**src/rtl/pcm_rx_pkg.sv**
```systemverilog
package pcm_rx_pkg;
  localparam int SAMPLE_W = 32;
  localparam int LEN_W    = 6;

  localparam logic [1:0] FMT_LJ  = 2'd0;
  localparam logic [1:0] FMT_I2S = 2'd1;
  localparam logic [1:0] FMT_RJ  = 2'd2;
  localparam logic [1:0] FMT_DSP = 2'd3;

  // Effective word length for a requested length and framing.
  function automatic logic [LEN_W-1:0] eff_len(input logic [LEN_W-1:0] req,
                                               input logic [1:0] fmt);
    logic [LEN_W-1:0] n;
    n = (req < 6'd16) ? 6'd16 : ((req > 6'd32) ? 6'd32 : req);
    if (fmt == FMT_RJ && n == 6'd32) n = 6'd31;
    return n;
  endfunction

  // Keep the newest min(k,n) bits and move them to the top of an n-bit word.
  function automatic logic [SAMPLE_W-1:0] close_word(input logic [SAMPLE_W-1:0] sh,
                                                     input logic [LEN_W-1:0] k,
                                                     input logic [LEN_W-1:0] n);
    logic [LEN_W-1:0] ke;
    logic [63:0] msk, w;
    ke  = (k < n) ? k : n;
    msk = (64'd1 << ke) - 64'd1;
    w   = ({32'd0, sh} & msk) << (n - ke);
    return w[SAMPLE_W-1:0];
  endfunction

  // Place an n-bit word in the output register.
  function automatic logic [SAMPLE_W-1:0] place(input logic [SAMPLE_W-1:0] w,
                                                input logic [LEN_W-1:0] n,
                                                input logic left);
    logic [63:0] t, lowmask;
    if (left) begin
      t = {32'd0, w} << (6'd32 - n);
    end else begin
      lowmask = (64'd1 << n) - 64'd1;
      t = {32'd0, w} & lowmask;
      if (w[n-1]) t = t | ~lowmask;
    end
    return t[SAMPLE_W-1:0];
  endfunction
endpackage

```
**src/rtl/pcm_rx_front.sv**
```systemverilog
module pcm_rx_front #(
  parameter int STAGES = 2
) (
  input  logic clk,
  input  logic rst_n,
  input  logic bclk,
  input  logic lrc,
  input  logic sd,
  output logic bit_stb,
  output logic lrc_bit,
  output logic sd_bit
);
  localparam int NSIG = 3;

  logic [NSIG-1:0]   raw;
  logic [STAGES-1:0] chain [NSIG];
  logic              b_prev;

  assign raw = {bclk, lrc, sd};

  for (genvar g = 0; g < NSIG; g++) begin : g_sync
    always_ff @(posedge clk) begin
      if (!rst_n) chain[g] <= '0;
      else        chain[g] <= {chain[g][STAGES-2:0], raw[g]};
    end
  end

  always_ff @(posedge clk) begin
    if (!rst_n) b_prev <= 1'b0;
    else        b_prev <= chain[2][STAGES-1];
  end

  assign bit_stb = chain[2][STAGES-1] & ~b_prev;
  assign lrc_bit = chain[1][STAGES-1];
  assign sd_bit  = chain[0][STAGES-1];

  // a rising edge is seen for exactly one cycle
  assert_edge_single_R2: assert property (@(posedge clk) disable iff (!rst_n)
    bit_stb |=> !bit_stb);
endmodule

```
**src/rtl/pcm_rx_clkgen.sv**
```systemverilog
module pcm_rx_clkgen
  import pcm_rx_pkg::*;
#(
  parameter int HALF_DIV  = 4,
  parameter int SLOT_BITS = 16
) (
  input  logic       clk,
  input  logic       rst_n,
  input  logic       en,
  input  logic [1:0] fmt,
  output logic       bclk,
  output logic       lrc
);
  localparam int FRAME = 2 * SLOT_BITS;
  localparam int DIV_W = (HALF_DIV > 1) ? $clog2(HALF_DIV) : 1;
  localparam int BIT_W = $clog2(FRAME);

  logic [DIV_W-1:0] div;
  logic [BIT_W-1:0] bitc, nb;
  logic             half_done, left_lvl, idle_lvl, lrc_next;

  assign half_done = (div == DIV_W'(HALF_DIV - 1));
  assign left_lvl  = (fmt != FMT_I2S);
  assign idle_lvl  = (fmt == FMT_DSP) ? 1'b0 : ~left_lvl;
  assign nb        = (bitc == BIT_W'(FRAME - 1)) ? '0 : bitc + 1'b1;

  always_comb begin
    if (fmt == FMT_DSP) lrc_next = (nb == '0);
    else                lrc_next = (nb < BIT_W'(SLOT_BITS)) ? left_lvl : ~left_lvl;
  end

  always_ff @(posedge clk) begin
    if (!rst_n || !en) begin
      div  <= '0;
      bclk <= 1'b0;
      bitc <= BIT_W'(FRAME - 1);
      lrc  <= idle_lvl;
    end else if (half_done) begin
      div  <= '0;
      bclk <= ~bclk;
      if (bclk) begin
        bitc <= nb;
        lrc  <= lrc_next;
      end
    end else begin
      div <= div + 1'b1;
    end
  end

  // the generated frame clock moves only with a falling bit clock
  assert_lrc_on_fall_R11: assert property (@(posedge clk) disable iff (!rst_n || !en)
    (en && $past(en) && !$stable(lrc)) |-> $fell(bclk));
endmodule

```
**src/rtl/pcm_rx_deser.sv**
```systemverilog
module pcm_rx_deser
  import pcm_rx_pkg::*;
#(
  parameter int SW = SAMPLE_W,
  parameter int CW = LEN_W
) (
  input  logic          clk,
  input  logic          rst_n,
  input  logic [1:0]    fmt,
  input  logic [CW-1:0] n_len,
  input  logic          align_left,
  input  logic          bit_stb,
  input  logic          lrc_bit,
  input  logic          sd_bit,
  output logic [SW-1:0] left_o,
  output logic [SW-1:0] right_o,
  output logic          valid_o,
  output logic          underrun_o
);
  logic          primed, active, lrc_last, chan, have_left;
  logic [CW-1:0] k, k_inc;
  logic [SW-1:0] sh, sh_next, left_hold, closed_word, split_word;
  logic          is_dsp, left_lvl, new_chan, skip_first, cap_ok;
  logic          frame_edge, closing, close_short, dsp_split;

  assign is_dsp     = (fmt == FMT_DSP);
  assign left_lvl   = (fmt != FMT_I2S);
  assign skip_first = (fmt == FMT_I2S) || is_dsp;
  assign new_chan   = is_dsp ? 1'b0 : (lrc_bit != left_lvl);
  assign cap_ok     = (fmt == FMT_RJ) || (k < n_len);
  assign sh_next    = {sh[SW-2:0], sd_bit};
  assign k_inc      = (k == CW'(SW)) ? k : k + 1'b1;

  // Named events for the assertions and the update logic
  assign frame_edge  = primed && (is_dsp ? (lrc_bit && !lrc_last) : (lrc_bit != lrc_last));
  assign closing     = bit_stb && frame_edge && active;
  assign close_short = closing && (k < n_len);
  assign dsp_split   = bit_stb && !frame_edge && active && is_dsp && !chan && cap_ok
                       && (k_inc == n_len);
  assign closed_word = place(close_word(sh, k, n_len), n_len, align_left);
  assign split_word  = place(close_word(sh_next, n_len, n_len), n_len, align_left);

  always_ff @(posedge clk) begin
    if (!rst_n) begin
      primed <= 1'b0; active <= 1'b0; lrc_last <= 1'b0; chan <= 1'b0;
      have_left <= 1'b0; k <= '0; sh <= '0; left_hold <= '0;
      left_o <= '0; right_o <= '0; valid_o <= 1'b0; underrun_o <= 1'b0;
    end else begin
      valid_o    <= 1'b0;
      underrun_o <= underrun_o | close_short;
      if (bit_stb) begin
        primed   <= 1'b1;
        lrc_last <= lrc_bit;
        if (frame_edge) begin
          active <= 1'b1;
          chan   <= new_chan;
          if (active) begin
            if (!chan) begin
              if (is_dsp) begin
                left_o    <= closed_word;
                right_o   <= '0;
                valid_o   <= 1'b1;
                have_left <= 1'b0;
              end else begin
                left_hold <= closed_word;
                have_left <= 1'b1;
              end
            end else if (have_left) begin
              left_o    <= left_hold;
              right_o   <= closed_word;
              valid_o   <= 1'b1;
              have_left <= 1'b0;
            end
          end
          if (skip_first) begin
            sh <= '0;
            k  <= '0;
          end else begin
            sh <= {{(SW-1){1'b0}}, sd_bit};
            k  <= CW'(1);
          end
        end else if (active && cap_ok) begin
          if (dsp_split) begin
            left_hold <= split_word;
            have_left <= 1'b1;
            chan      <= 1'b1;
            sh        <= '0;
            k         <= '0;
          end else begin
            sh <= sh_next;
            k  <= k_inc;
          end
        end
      end
    end
  end

  // one strobe per pair, never two in a row
  assert_pair_pulse_R9: assert property (@(posedge clk) disable iff (!rst_n)
    valid_o |=> !valid_o);
  // the short-frame flag never clears outside reset
  assert_underrun_sticky_R10: assert property (@(posedge clk) disable iff (!rst_n)
    underrun_o |=> underrun_o);
  // the flag rises only right after a detected bit edge
  assert_underrun_cause_R10: assert property (@(posedge clk) disable iff (!rst_n)
    $rose(underrun_o) |-> $past(bit_stb));
endmodule

```
**src/rtl/pcm_serial_rx.sv**
```systemverilog
module pcm_serial_rx
  import pcm_rx_pkg::*;
#(
  parameter int HALF_DIV    = 4,
  parameter int SLOT_BITS   = 16,
  parameter int SYNC_STAGES = 2
) (
  input  logic        clk,
  input  logic        rst_n,
  input  logic        master,
  input  logic [1:0]  mode,
  input  logic [5:0]  word_len,
  input  logic        align_left,
  input  logic        bclk_i,
  input  logic        lrc_i,
  input  logic        sdata_i,
  output logic        bclk_o,
  output logic        bclk_oe,
  output logic        lrc_o,
  output logic        lrc_oe,
  output logic [31:0] left_o,
  output logic [31:0] right_o,
  output logic        pair_valid_o,
  output logic        underrun_o
);
  logic             gen_bclk, gen_lrc, bclk_sel, lrc_sel;
  logic             bit_stb, lrc_bit, sd_bit;
  logic [LEN_W-1:0] n_eff;

  assign n_eff    = eff_len(word_len, mode);
  assign bclk_sel = master ? gen_bclk : bclk_i;
  assign lrc_sel  = master ? gen_lrc  : lrc_i;
  assign bclk_o   = gen_bclk;
  assign lrc_o    = gen_lrc;
  assign bclk_oe  = master;
  assign lrc_oe   = master;

  pcm_rx_clkgen #(.HALF_DIV(HALF_DIV), .SLOT_BITS(SLOT_BITS)) u_clkgen (
    .clk(clk), .rst_n(rst_n), .en(master), .fmt(mode),
    .bclk(gen_bclk), .lrc(gen_lrc));

  pcm_rx_front #(.STAGES(SYNC_STAGES)) u_front (
    .clk(clk), .rst_n(rst_n), .bclk(bclk_sel), .lrc(lrc_sel), .sd(sdata_i),
    .bit_stb(bit_stb), .lrc_bit(lrc_bit), .sd_bit(sd_bit));

  pcm_rx_deser #(.SW(SAMPLE_W), .CW(LEN_W)) u_deser (
    .clk(clk), .rst_n(rst_n), .fmt(mode), .n_len(n_eff), .align_left(align_left),
    .bit_stb(bit_stb), .lrc_bit(lrc_bit), .sd_bit(sd_bit),
    .left_o(left_o), .right_o(right_o), .valid_o(pair_valid_o), .underrun_o(underrun_o));

  // a delivered pair always follows a detected rising bit edge
  assert_pair_after_edge_R2: assert property (@(posedge clk) disable iff (!rst_n)
    pair_valid_o |-> $past(bit_stb));
endmodule

```
**config.mk**
```make
export PLATFORM = sky130hd
export DESIGN_NAME = pcm_serial_rx
export DESIGN_NICKNAME = d
export VERILOG_FILES = /design/src/rtl/pcm_rx_pkg.sv /design/src/rtl/pcm_rx_front.sv /design/src/rtl/pcm_rx_clkgen.sv /design/src/rtl/pcm_rx_deser.sv /design/src/rtl/pcm_serial_rx.sv
export SDC_FILE = /design/constraint.sdc
export NUM_CORES = 1
export LEC_CHECK = 0
export BUFFER_PORTS_ARGS = -buffer_cell sky130_fd_sc_hd__buf_2
export CAP_MARGIN = 20
export CORE_MARGIN = 8
export CORE_UTILIZATION = 40
export DETAILED_ROUTE_END_ITERATION = 10
export GPL_TIMING_DRIVEN = 0
export SYNTH_ARGS = -nofsm -noshare
export SYNTH_HDL_FRONTEND = slang
export SYNTH_SLANG_ARGS = --single-unit
```
**constraint.sdc**
```tcl
create_clock -name clk -period 15.8 [get_ports clk]
set_input_delay 3.16 -clock clk [delete_from_list [all_inputs] [get_ports clk]]
set_output_delay 3.16 -clock clk [all_outputs]
set_load 0.02 [all_outputs]
```
Word-level counts from Yosys, hierarchy flattened
Memory sizes are Yosys's and may differ from the RTL's.
Cells that the tools add are included.

cells by class
  $add $sub $neg = 9
  $mul = 0
  divide/modulo/power cells = 0
  $lt $le $gt $ge = 5
  equal/unequal tests = 15
  shift operators = 6
  multiplexer cells = 59
  bitwise logic cells = 15
  reductions and logical operators = 37

operators with widths
  cell                   count
  $mux 32                19
  $and 32x64->64         2
  $shl 1x6->64 const A   2
  $shl 64x6->32          2
  $sub 64x1->64 const B  2
  $and 32x32->32         2
  $or 32x32->32          2
  $shl 32x6->32          2
  $mux 6                 8
  $lt 32x6->1 const B    1
  $not 32->32            1
  $mux 1                 26
  $logic_and 1x1->1      13
  $eq 6x6->1 const B     2
  $sub 6x6->6            2
  $bmux 1 s5             2
  $reduce_bool 2->1      5
  $reduce_and 2->1       4
  $reduce_and 4->1       2
  $sub 6x1->7 const B    1
  $add 6x1->6 const B    1
  $eq 2x2->1 const B     3
  $eq 6x6->1             1
  $gt 6x6->1 const B     1
  other kinds (23)       40

storage, ports and cells
  flip-flop bits (word level) = 151
  bits in latches = 0
  memory bits (writable) = 6
  bits in read-only memories = 0
  input bits = 15
  memories kept = 1

memories
  name           words  bits a word  read ports  clocked after Yosys merged registers in  write ports  RTL line            RTL
  u_front.chain  3      2            3           0                                        3            pcm_rx_front.sv:16  logic [STAGES-1:0] chain [NSIG];

Depth between registers and ports, before layout
  word-level depth = 20
  gate-level depth with buffers = 34
  depth with buffers taken out = 27

Cells and area by module
From an unflattened synthesis, not the netlist that was laid out.

second synthesis, totals
  cells, all modules = 2514
  area total of the unflattened synthesis = 17625.7 sq um

modules (own cells, without submodules)
  module         times used  cells an instance  area an instance (sq um)  seq. area each (sq um)
  pcm_rx_deser   1           2440               16878.7                   2822.7
  pcm_rx_clkgen  1           46                 452.9                     190.2
  pcm_rx_front   1           15                 190.2                     140.1
  pcm_serial_rx  1           13                 103.8                     0.0

Worst setup path before layout
No wires, ideal clock.

  kind = input to register
  start point = input port mode[0]
  end point = register u_deser.right_o[16]
  library setup time = 0.069 ns
  arrival time = 9.490 ns
  data required time = 15.731 ns
  slack = 6.241 ns
  stages = 29
  path buffers = 9
  cell sequence = buf_4 > and3b_1 > buf_6 > or2_1 > buf_2 > inv_1 > clkbuf_1 > clkbuf_1 > clkbuf_1 > buf_1 > buf_1 > ha_1 > inv_1 > fa_1 > o21a_1 > a311oi_2 > xor2_1 > nand3_1 > or4_1 > nand3_1 > nor2_1 > nor2_1 > a41oi_1 > a21oi_2 > nand4b_4 > buf_6 > o311ai_1 > nand2_1 > o21ai_1

on the way
  cells in the longest elaborated chain, start to end = 15
  elaborated cells between the ends (all ways) = 29
  those cells by class = 5 x add/sub; 1 x order compare; 2 x eq/ne; 4 x shift; 9 x mux; 4 x bitwise; 4 x reduce/logical

ends and longest elaborated chain
  item                                                                  RTL line                            RTL
  start: declaration                                                    pcm_serial_rx.sv:11                 input logic [1:0] mode,
  $eq 2x2->1                                                            pcm_rx_pkg.sv:15                    if (fmt == FMT_RJ && n == 6'd32) n = 6'd31;
  $logic_and 1x1->1                                                     pcm_rx_pkg.sv:15
  $mux 6                                                                pcm_rx_pkg.sv:15
  $lt 6x6->1                                                            pcm_rx_pkg.sv:25                    ke = (k < n) ? k : n;
  $mux 6                                                                pcm_rx_pkg.sv:25
  $shl 1x6->64                                                          pcm_rx_pkg.sv:26                    msk = (64'd1 << ke) - 64'd1;
  $sub 64x1->64                                                         pcm_rx_pkg.sv:26
  $and 32x64->64                                                        pcm_rx_pkg.sv:27                    w = ({32'd0, sh} & msk) << (n - ke);
  $shl 64x6->32                                                         pcm_rx_pkg.sv:27
  $bmux 1 s5 / $and 32x32->32 (equally long branches)                   pcm_rx_pkg.sv:41, pcm_rx_pkg.sv:40
  $mux 1 (implied by the code) / $or 32x32->32 (equally long branches)  pcm_rx_pkg.sv:41                    if (w[n-1]) t = t | ~lowmask;
  $mux 32                                                               pcm_rx_pkg.sv:41
  $mux 32                                                               pcm_rx_pkg.sv:36                    if (left) begin
  $mux 32                                                               pcm_rx_deser.sv:68                  end else if (have_left) begin
  $mux 32                                                               pcm_rx_deser.sv:58                  if (!chan) begin
  end signal: assignment                                                pcm_rx_deser.sv:70                  right_o <= closed_word;
  end: declaration                                                      pcm_rx_deser.sv:16                  output logic [SW-1:0] right_o,

Several ways; a longest one is shown, not always the timed one. The select of a mux whose other input is x is not followed.
A chain may end at the register's enable or synchronous reset.

Worst setup path after layout
  start point = input port mode[0]
  end point = register u_deser.left_hold[28]

on the way
  cells in the longest elaborated chain, start to end = 17
  elaborated cells between the ends (all ways) = 57
  those cells by class = 6 x add/sub; 1 x order compare; 6 x eq/ne; 6 x shift; 17 x mux; 7 x bitwise; 14 x reduce/logical

ends and longest elaborated chain
  item                                                                  RTL line                              RTL
  $eq 2x2->1                                                            pcm_rx_pkg.sv:15, pcm_rx_deser.sv:30
  $logic_and 1x1->1                                                     pcm_rx_pkg.sv:15
  $mux 6                                                                pcm_rx_pkg.sv:15
  $lt 6x6->1                                                            pcm_rx_pkg.sv:25, pcm_rx_deser.sv:30
  $mux 6                                                                pcm_rx_pkg.sv:25
  $shl 1x6->64                                                          pcm_rx_pkg.sv:26
  $sub 64x1->64                                                         pcm_rx_pkg.sv:26
  $and 32x64->64                                                        pcm_rx_pkg.sv:27
  $shl 64x6->32                                                         pcm_rx_pkg.sv:27
  $bmux 1 s5 / $and 32x32->32 (equally long branches)                   pcm_rx_pkg.sv:41, pcm_rx_pkg.sv:40
  $mux 1 (implied by the code) / $or 32x32->32 (equally long branches)  pcm_rx_pkg.sv:41
  $mux 32                                                               pcm_rx_pkg.sv:41
  $mux 32                                                               pcm_rx_pkg.sv:36
  $mux 32                                                               pcm_rx_deser.sv:59                    if (is_dsp) begin
  $mux 32                                                               pcm_rx_deser.sv:58
  $mux 32                                                               pcm_rx_deser.sv:57                    if (active) begin
  $mux 32                                                               pcm_rx_deser.sv:54                    if (frame_edge) begin
  end signal: assignment                                                pcm_rx_deser.sv:65                    left_hold <= closed_word;
  end signal: assignment                                                pcm_rx_deser.sv:84                    left_hold <= split_word;
  end: declaration                                                      pcm_rx_deser.sv:22                    logic [SW-1:0] sh, sh_next, left_hold, closed_word, split_word;

Several ways; a longest one is shown, not always the timed one. The select of a mux whose other input is x is not followed.

==> reports/metrics.cfg <==
[synthesis]
postSynthRegisterBits=157
synth_top_cell_area_share_pct=18.4
synth-seq-area-share_pct=18.6
yosysTopAreaCell=sky130_fd_sc_hd__dfxtp_1
gate_count_of_the_mapped_netlist=2443
synth_top_cells_by_count=sky130_fd_sc_hd__nand2_1, sky130_fd_sc_hd__nor2_1, sky130_fd_sc_hd__a21oi_1, sky130_fd_sc_hd__dfxtp_1, sky130_fd_sc_hd__clkbuf_1
ys.warnings.count=0
synth_most_common_cell=sky130_fd_sc_hd__nand2_1
synth-async-reset-ratio_pct=0
synth-edff-count=1
syn-cell-area_um2=17000
synth.distinct_cells=129
synth_area_per_cell_um2=6.95
yosys-top-cells-area=sky130_fd_sc_hd__dfxtp_1, sky130_fd_sc_hd__nand2_1, sky130_fd_sc_hd__a21oi_1, sky130_fd_sc_hd__nor2_1, sky130_fd_sc_hd__o21ai_0
postSynth.topFlopCell=sky130_fd_sc_hd__dfxtp_1

[cells_and_area]
finalNonFillerCells=3104
fraction_of_final_layout_cells_sized_beyond_drive_strength_1_pct=10.7
filler_cell_count=4461
core_util_final_pct=44.7
flow.area_growth_from_synthesis_pct=10.4
register_area_um2=3150
fin_nets=2589
final_design_area_no_fill_um2=18800
multi_input_area_um2=12800

[grt]
antenna_found_initial=0
globalRoute.totalOverflow=0
via_count_of_the_first_global_routing_pass=20900
grt_usage_pct=39.0
wire_length_of_the_first_global_routing_pass_um=145000
maximum_number_of_pins_on_one_net_before_global_route_repair=17

[floorplanning]
num_rows=75
fp.coreArea_um2=41900
die_h_um=222
initial_utilization_pct=40.5
die_width_um=222
floorplan.io_pins=85
fp.dieArea_um2=49300

[place]
post-place-cells=3066
dp.final_hpwl_um=81500
place_congestion=1.06
numPortBuffers=80
dpl-instance-area_um2=18100

[route]
detailroute.via_count=22900
detail_route.iter0.violations=4095
drt_first_pass_iters=8
via_density_per_instance=7.39
final_antenna_net_count=0
wl_per_cell_um=32.7
drc=0
finalWirelength_um=101000

[worst_hold_path]
min-delay-path-class=reg -> reg
whs_endpoint=u_clkgen.div[0]
hold_path_depth=1
timing.hold.worst.start=u_clkgen.div[0]

[clock_network]
clk_latency_ns=0.46
cts_max_path_buffers=2
cts_setup_buffers=0
cts_hold_buffers=0
postCtsResizedCells=0
cts.root.buffer_cell=sky130_fd_sc_hd__clkbuf_16
cts_htree_levels=4
cts_buffers=17
cts_tree=built
cts.sinks=157
clkSlewWorstSetupHoldPaths_ns=0.07

[worst_setup_path]
worst_setup_path_category=in -> reg
worst-endpoint-arrival_ns=13.69
cp_data_required_time_ns=16.19
regToRegStartpoint=u_deser.k[5]
cp_endpoint_kind=flop
rr_worst_depth=23
setup.reg_to_reg.worst_slack_ns=7.20
crit_path_max_fanout=12
regToRegEndpoint=u_deser.left_hold[22]
setup.worst_path.start_class=primary input

[timing]
max_slew.worst_pin.slew_ns=1.25
clock.fmax_ghz=0.0752
period_minus_slack_ns=13.30
count_of_final_max_slew_check_failures=0
setup-tns-final_ns=0
final_min_period_over_clock_period_pct=84.2
finalHoldViolations=0
timing.final.setup_violations=0
fin_worst_skew_ns=0.0186
rsz0062_at_grt=false
max_slew_margin_pct=15.8

[run]
maxCapViolCount=0

[power_and_ir_drop]
report.power.total_mw=1.65
vdd_ir_drop_max_v=0.0000633
cellPowerDensity_nw_per_um2=87.7
leakagePower_nw=6.58

[run_status]
result_of_the_run=finished clean

==> cell families (layout without fill, tap and decap cells) <==
family	after synthesis	count (layout)	share of synthesized area [%]
adders and majority gates	24	24	1.81
other	1	4	0.0221
AOI/OAI and AO/OA	916	916	38.7
DFF	157	157	18.6
xor gates and xnor gates	32	32	1.69
buffers and inverters	244	363	6.00
and+or+nand+nor	987	987	27.8
muxes	82	82	5.45
==> report_power, final <==
group | internal (mW) | switching, mW
combinational | 0.206 | 0.586
clock | 0.255 | 0.200
sequential | 0.397 | 0.000975
==> worst max path at each step <==
stage | slack, ns | to | start
finish | 2.50 | u_deser.left_hold[28] | mode[0]
global route | 2.31 | u_deser.left_hold[28] | mode[0]
CTS | 3.14 | u_deser.left_hold[28] | mode[1]
detailed placement | 2.70 | u_deser.left_hold[28] | mode[1]
global placement | 2.58 | u_deser.left_hold[28] | mode[1]
floorplan | 6.24 | u_deser.right_o[16] | mode[0]
==> sequential cells by signal (all words and copies together) (netlist names), 2 cells and up <==
name and cells:
u_deser.k 6, u_deser.right_o 32, u_clkgen.bitc 5, u_deser.left_hold 32
u_deser.sh 32, u_deser.left_o 32, u_front.chain 6, u_clkgen.div 2
==> worst max-delay path, cell delays in order <==
cell and delay (ns):
sky130_fd_sc_hd__buf_4 0.17, sky130_fd_sc_hd__and3b_1 0.20, sky130_fd_sc_hd__buf_6 0.14, sky130_fd_sc_hd__or2_1 0.24, sky130_fd_sc_hd__buf_2 0.24, sky130_fd_sc_hd__inv_1 0.32, sky130_fd_sc_hd__clkbuf_1 0.44, sky130_fd_sc_hd__clkbuf_1 0.72
sky130_fd_sc_hd__clkbuf_1 0.49, sky130_fd_sc_hd__buf_1 0.58, sky130_fd_sc_hd__buf_1 0.83, sky130_fd_sc_hd__ha_1 0.31, sky130_fd_sc_hd__inv_1 0.06, sky130_fd_sc_hd__fa_1 0.51, sky130_fd_sc_hd__o21a_1 0.24, sky130_fd_sc_hd__a311oi_2 0.35
sky130_fd_sc_hd__xor2_1 0.83, sky130_fd_sc_hd__buf_2 0.43, sky130_fd_sc_hd__o21a_1 0.18, sky130_fd_sc_hd__o211ai_1 0.09, sky130_fd_sc_hd__nor4_1 0.74, sky130_fd_sc_hd__a211oi_1 0.29, sky130_fd_sc_hd__a2111oi_0 0.54, sky130_fd_sc_hd__a211oi_1 0.13
sky130_fd_sc_hd__a2111oi_2 0.68, sky130_fd_sc_hd__a21oi_1 0.15, sky130_fd_sc_hd__or4_1 0.48, sky130_fd_sc_hd__o21ai_1 0.14
==> through the flow <==
step                hold WS (ns)  setup slack [ns]
floorplan                  0.404              6.24
global placement           0.412              2.58
detailed placement         0.420              2.70
CTS                        0.431              3.14
global route               0.450              2.31
finish                     0.430              2.50
==> placed cells by master (no fill, tap or decap), types with 31 or more instances in the layout <==
cell type / Yosys / routed
sky130_fd_sc_hd__a211oi_1: 34 / 34
sky130_fd_sc_hd__nor2_1: 257 / 257
sky130_fd_sc_hd__o211ai_1: 49 / 49
sky130_fd_sc_hd__nand2_1: 312 / 312
sky130_fd_sc_hd__mux2i_1: 61 / 61
sky130_fd_sc_hd__a21oi_1: 196 / 196
sky130_fd_sc_hd__dfxtp_1: 156 / 156
sky130_fd_sc_hd__nand3_1: 113 / 113
sky130_fd_sc_hd__clkbuf_1: 153 / 153
sky130_fd_sc_hd__buf_2: 16 / 97
sky130_fd_sc_hd__o21ai_0: 129 / 128
sky130_fd_sc_hd__a31oi_1: 58 / 58
sky130_fd_sc_hd__nor3_1: 66 / 66
sky130_fd_sc_hd__o22ai_1: 42 / 42
sky130_fd_sc_hd__inv_1: 31 / 31
sky130_fd_sc_hd__and3_1: 45 / 45
==> metal layers <==
layer / up-vias / share of wire, % / track usage [%]
met5: - / 0 / 0
met1: 11100 / 40 / 51.7
met4: 0 / 5.3 / 16.6
met3: 367 / 15 / 15.1
met2: 1997 / 40 / 55.2
li1: 9517 / - / -
==> cell type report <==
class	instances	area share, %
multi-input cells	2043	68.3
flip-flops and latches	157	16.8
plain buffers	207	4.70
well taps	539	3.60
repair buffers	87	2.45
clock buffers	17	2.27
clock inverters	15	1.07
inverters	37	0.740
diodes	2	0.0267
No activity file was read; power rests on OpenSTA's default activity.
